<file path="config.mk">
export PLATFORM = sky130hd
export DESIGN_NAME = alarm_cmp
export DESIGN_NICKNAME = d
export VERILOG_FILES = /design/src/rtl/alarm_cmp_pkg.sv /design/src/rtl/alarm_field_match.sv /design/src/rtl/alarm_flag_reg.sv /design/src/rtl/alarm_cmp.sv
export SDC_FILE = /design/constraint.sdc
export NUM_CORES = 1
export LEC_CHECK = 0
export CORE_MARGIN = 2
export CORE_UTILIZATION = 21
export DETAILED_ROUTE_END_ITERATION = 7
export PLACE_DENSITY = 0.79
export SLEW_MARGIN = 30
export SYNTH_ARGS = -nofsm -noshare
export SYNTH_HDL_FRONTEND = slang
export SYNTH_HIERARCHICAL = 1
export SYNTH_SLANG_ARGS = --single-unit
</file>
<file path="constraint.sdc">
create_clock -name clk -period 1.43 [get_ports clk]
set_input_delay 0.429 -clock clk [delete_from_list [all_inputs] [get_ports clk]]
set_output_delay 0.429 -clock clk [all_outputs]
set_load 0.02 [all_outputs]
</file>
<file path="src/rtl/alarm_cmp_pkg.sv">
// Package: shared constants and the wildcard decode for the alarm comparator.
// Assumes the wildcard code sits in the two most significant bits of a byte.
package alarm_cmp_pkg;

    localparam int unsigned WILD_CODE_W = 2;

    // Decide whether the top bits of an alarm byte mark it as a wildcard.
    function automatic logic is_wildcard(input logic [WILD_CODE_W-1:0] top_bits);
        return &top_bits;
    endfunction

endpackage

</file>
<file path="src/rtl/alarm_field_match.sv">
// Module: compares one alarm byte with one time byte.
// hit is 1 when the bytes are equal or the alarm byte is a wildcard.
// Assumes BYTE_W >= 2. Purely combinational.
module alarm_field_match
    import alarm_cmp_pkg::*;
#(
    parameter int unsigned BYTE_W = 8
) (
    input  logic [BYTE_W-1:0] time_byte,
    input  logic [BYTE_W-1:0] alarm_byte,
    output logic              hit
);

    localparam int unsigned TOP = BYTE_W - 1;

    logic wild;

    // Decode the wildcard and form the per-field match.
    always_comb begin
        wild = is_wildcard(alarm_byte[TOP -: WILD_CODE_W]);
        hit  = wild || (time_byte == alarm_byte);
    end

    // a wildcard byte never blocks the match, whatever the time byte holds.
    always_comb begin
        assert_wild_hit_R2: assert (!(&alarm_byte[TOP -: WILD_CODE_W]) || hit)
            else $error("wildcard field did not hit");
    end

endmodule

</file>
<file path="src/rtl/alarm_flag_reg.sv">
// Module: the sticky alarm flag.
// A strobe that finds a match sets the flag. A clear strobe clears it, but a
// set at the same edge wins. Synchronous active-low reset.
module alarm_flag_reg (
    input  logic clk,
    input  logic rst_n,
    input  logic cmp_stb,
    input  logic all_hit,
    input  logic clr_stb,
    output logic flag
);

    logic set_req;

    // Qualify the match with the compare strobe.
    always_comb set_req = cmp_stb && all_hit;

    // Update the flag: a set beats a clear, and otherwise the flag holds.
    always_ff @(posedge clk) begin
        if (!rst_n)       flag <= 1'b0;
        else if (set_req) flag <= 1'b1;
        else if (clr_stb) flag <= 1'b0;
    end

    assert_set_on_match_R3: assert property (@(posedge clk) disable iff (!rst_n)
        (cmp_stb && all_hit) |=> flag);

    assert_hold_idle_R4: assert property (@(posedge clk) disable iff (!rst_n)
        (!cmp_stb && !clr_stb) |=> $stable(flag));

    assert_miss_keeps_R5: assert property (@(posedge clk) disable iff (!rst_n)
        (cmp_stb && !all_hit && !clr_stb) |=> $stable(flag));

    assert_clear_R6: assert property (@(posedge clk) disable iff (!rst_n)
        (clr_stb && !(cmp_stb && all_hit)) |=> !flag);

    assert_reset_R9: assert property (@(posedge clk)
        !rst_n |=> !flag);

endmodule

</file>
<file path="src/rtl/alarm_cmp.sv">
// Module: the top level of the time alarm comparator.
// One matcher is built for each time field. The flag register records a
// strobed match, and the interrupt request is the flag gated by the enable.
// Field 0 is seconds, field 1 is minutes and field 2 is hours.
module alarm_cmp #(
    parameter int unsigned NUM_FIELDS = 3,
    parameter int unsigned BYTE_W     = 8
) (
    input  logic                         clk,
    input  logic                         rst_n,
    input  logic [NUM_FIELDS*BYTE_W-1:0] time_bytes,
    input  logic [NUM_FIELDS*BYTE_W-1:0] alarm_bytes,
    input  logic                         cmp_stb,
    input  logic                         alm_en,
    input  logic                         clr_stb,
    output logic                         alm_flag,
    output logic                         alm_irq
);

    logic [NUM_FIELDS-1:0] field_hit;
    logic                  all_hit;

    // Build one comparator for each time field.
    for (genvar f = 0; f < NUM_FIELDS; f++) begin : g_field
        alarm_field_match #(.BYTE_W(BYTE_W)) u_match (
            .time_byte  (time_bytes [f*BYTE_W +: BYTE_W]),
            .alarm_byte (alarm_bytes[f*BYTE_W +: BYTE_W]),
            .hit        (field_hit[f])
        );
    end

    // Require every field to hit.
    always_comb all_hit = &field_hit;

    alarm_flag_reg u_flag (
        .clk     (clk),
        .rst_n   (rst_n),
        .cmp_stb (cmp_stb),
        .all_hit (all_hit),
        .clr_stb (clr_stb),
        .flag    (alm_flag)
    );

    // Gate the flag with the enable to form the request.
    always_comb alm_irq = alm_flag && alm_en;

    // the request is never raised while the enable is low.
    always_comb begin
        assert_irq_gated_R8: assert (alm_en || !alm_irq)
            else $error("irq raised without enable");
    end

endmodule

</file>
==> flow_metrics.py <==
metrics = {
    "synthesis": {
        "synth_seq_cells": 1,
        "yosysTopAreaCell": "xnor2_1",
        "ys_warn_count": 6,
        "syn_inst": 42,
        "synthTopCellsByArea": "xnor2_1 64%, nand4_1 11%, dfxtp_1 6.1%, o21ai_1 4.6%, nand2_1 4.6%",
        "synth_top_area_share_pct": 64.1,
        "synth_cell_types": 9,
        "syn_avg_cell_area_um2": 7.81,
        "seq_area_frac_synth_pct": 6.11,
        "netlist_area_um2": 328,
        "syn_nets": 95,
    },
    "final_layout": {
        "fin_nets": 154,
        "regMostFlops": "u_flag/flag",
        "drive_above_1_share_pct": 59.6,
        "layout.cells.non_filler": 115,
        "final_cell_area_um2": 738,
        "antenna_cells": 0,
        "syn2layout_area_growth_pct": 125,
        "largest_reg_flops": 1,
        "reg_top3": "u_flag/flag (1)",
    },
    "job": {
        "drv_cap": 0,
    },
    "detailed_routing": {
        "wl_per_cell_um": 9.42,
        "routed_via_density": 4.26,
        "ant_nets": 0,
        "num_vias": 490,
        "drtIter0Drc": 3,
        "drt_pass1_iterations": 3,
        "wirelength_um": 1080,
        "drc": 0,
    },
    "timing": {
        "finalSetupViolations": 0,
        "rsz0062_at_grt": "yes",
        "maxSlewHeadroom_pct": 85.5,
        "finalCritPeriodShare_pct": 95.6,
        "hold_viol": 0,
        "tightest_slew_ps": 217,
        "min_period_ps": 1370,
        "clock.fmax_ghz": 0.731,
        "tns_ps": 0,
        "skew_ps": 0,
        "drv_slew": 0,
    },
    "placed_design": {
        "port_buffers": 54,
        "detailed_place.area_um2": 911,
        "dpl.cell_count": 115,
        "gp_congestion": 0.633,
    },
    "min_path": {
        "hold_path_startpoint": "u_flag/flag",
        "hp-class": "flip-flop to flip-flop",
    },
    "global_route": {
        "gr-usage-all-layers_pct": 10.7,
        "grt_max_degree": 4,
        "grt_first_pass_wirelength_um": 1660,
        "grt_pass1_vias": 451,
        "grt_overflow": 0,
        "antenna_found_initial": 0,
    },
    "critical_path": {
        "crit_family": "buffers and inverters",
        "slowest_delay_ps": 610,
        "endpoint_kind": "primary output",
        "cp.required_ps": 1000,
        "crit_start": "u_flag/flag",
        "criticalPathCategory": "flip-flop to primary output",
        "path_cells": "clkdlybuf4s50_1",
        "slowest_stage": "clkdlybuf4s50_1",
        "startpoint_type": "flip-flop",
        "timing.rr.start": "u_flag/flag",
        "path_buf_inv": 1,
        "worst-path-max-fanout": 3,
        "crit_arrival_ps": 940,
    },
    "die": {
        "dieArea_mm2": 0.00189,
        "core_area_mm2": 0.00149,
        "num_rows": 14,
        "die_h_um": 43.5,
        "initial_core_util_pct": 22.0,
        "die_w_um": 43.5,
        "ios": 55,
    },
    "clock_network": {
        "post-cts-setup-buffers": 0,
        "path_clk_slew_ps": 0,
        "clk_latency_ps": 0,
    },
    "power_and_ir_drop": {
        "peakVddDrop_mv": 0.0915,
        "power_leakage_uw": 0.000360,
        "power.density_mw_per_mm2": 293,
    },
    "status": {
        "status": "completed",
    },
}
==> Yosys cell counts, drive strengths merged <==
cell type,instances
and3,1
a21boi,1
nand4,6
xnor2,24
dfxtp,1
and2,1
nand2b,1
nand2,4
o21ai,3
==> final cells by class <==
cell class / count / area [um^2]
Multi-Input combinational cell: 41 / 348
Tap cell: 16 / 20.0
Sequential cell: 1 / 20.0
Fill cell: 164 / 751
Timing Repair Buffer: 57 / 350
==> routing by layer <==
metal	track usage, %	vias to the layer above	routed length, um
met2	22.7	31	550
met5	0	-	0
li1	-	258	-
met1	11.0	201	371
met3	2.50	0	161
met4	0	0	0
==> layout by cell type, fill, tap and decap left out <==
| master | synthesis | final |
|---|---|---|
| dfxtp_1 | 1 | 1 |
| o21ai_1 | 3 | 3 |
| buf_4 | 0 | 4 |
| buf_2 | 0 | 6 |
| clkdlybuf4s50_1 | 0 | 4 |
| nand4_1 | 6 | 6 |
| nand2_1 | 4 | 4 |
| buf_6 | 0 | 5 |
| dlygate4sd2_1 | 0 | 1 |
| xnor2_1 | 24 | 19 |
| a21boi_2 | 1 | 1 |
| clkbuf_2 | 0 | 37 |
| and2_4 | 0 | 1 |
| and3_1 | 1 | 1 |
| nand2b_1 | 1 | 1 |
| xnor2_2 | 0 | 5 |
==> final timing paths <==
check	endpoint	slack, ps	cells after the start
worst max-delay path	alm_flag	60	1
worst min register to register	u_flag/flag	490	2
worst max register to register	u_flag/flag	850	2
worst min-delay path	u_flag/flag	490	2
==> kinds of logic after synthesis <==
kind of cell | share of synthesized area [%]
simple gates | 21.8
xor+xnor | 64.1
compound gates | 8.01
flops | 6.11
==> stage by stage <==
step | hold WS, ps | util (%) | power [uW] | worst slack [ps]
after floorplan | 560 | - | 98.1 | 285
after CTS | 506 | 60.4 | 233 | 0.0291
after global placement | 475 | 61.2 | 261 | -575
after detailed placement | 494 | 61.2 | 265 | -574
final | 488 | 49.6 | 216 | 62.7
after global routing | 527 | 49.6 | 232 | -13.5
==> where the power goes <==
part	switching [uW]	internal, uW	total (uW)	leakage, uW
clock	0	0	0	0
sequential	0.0992	28.6	28.7	0.00000806
combinational	60.5	127	187	0.000352
total	60.6	156	216	0.000360
==> what timing repair did <==
action	in CTS	in global routing
endpoints found under the setup margin	2	1
hold buffers	0	0
gates cloned	0	0
gates resized for setup	117	53
pin swaps	36	35
Note: power is estimated with default switching activity, not from simulation.
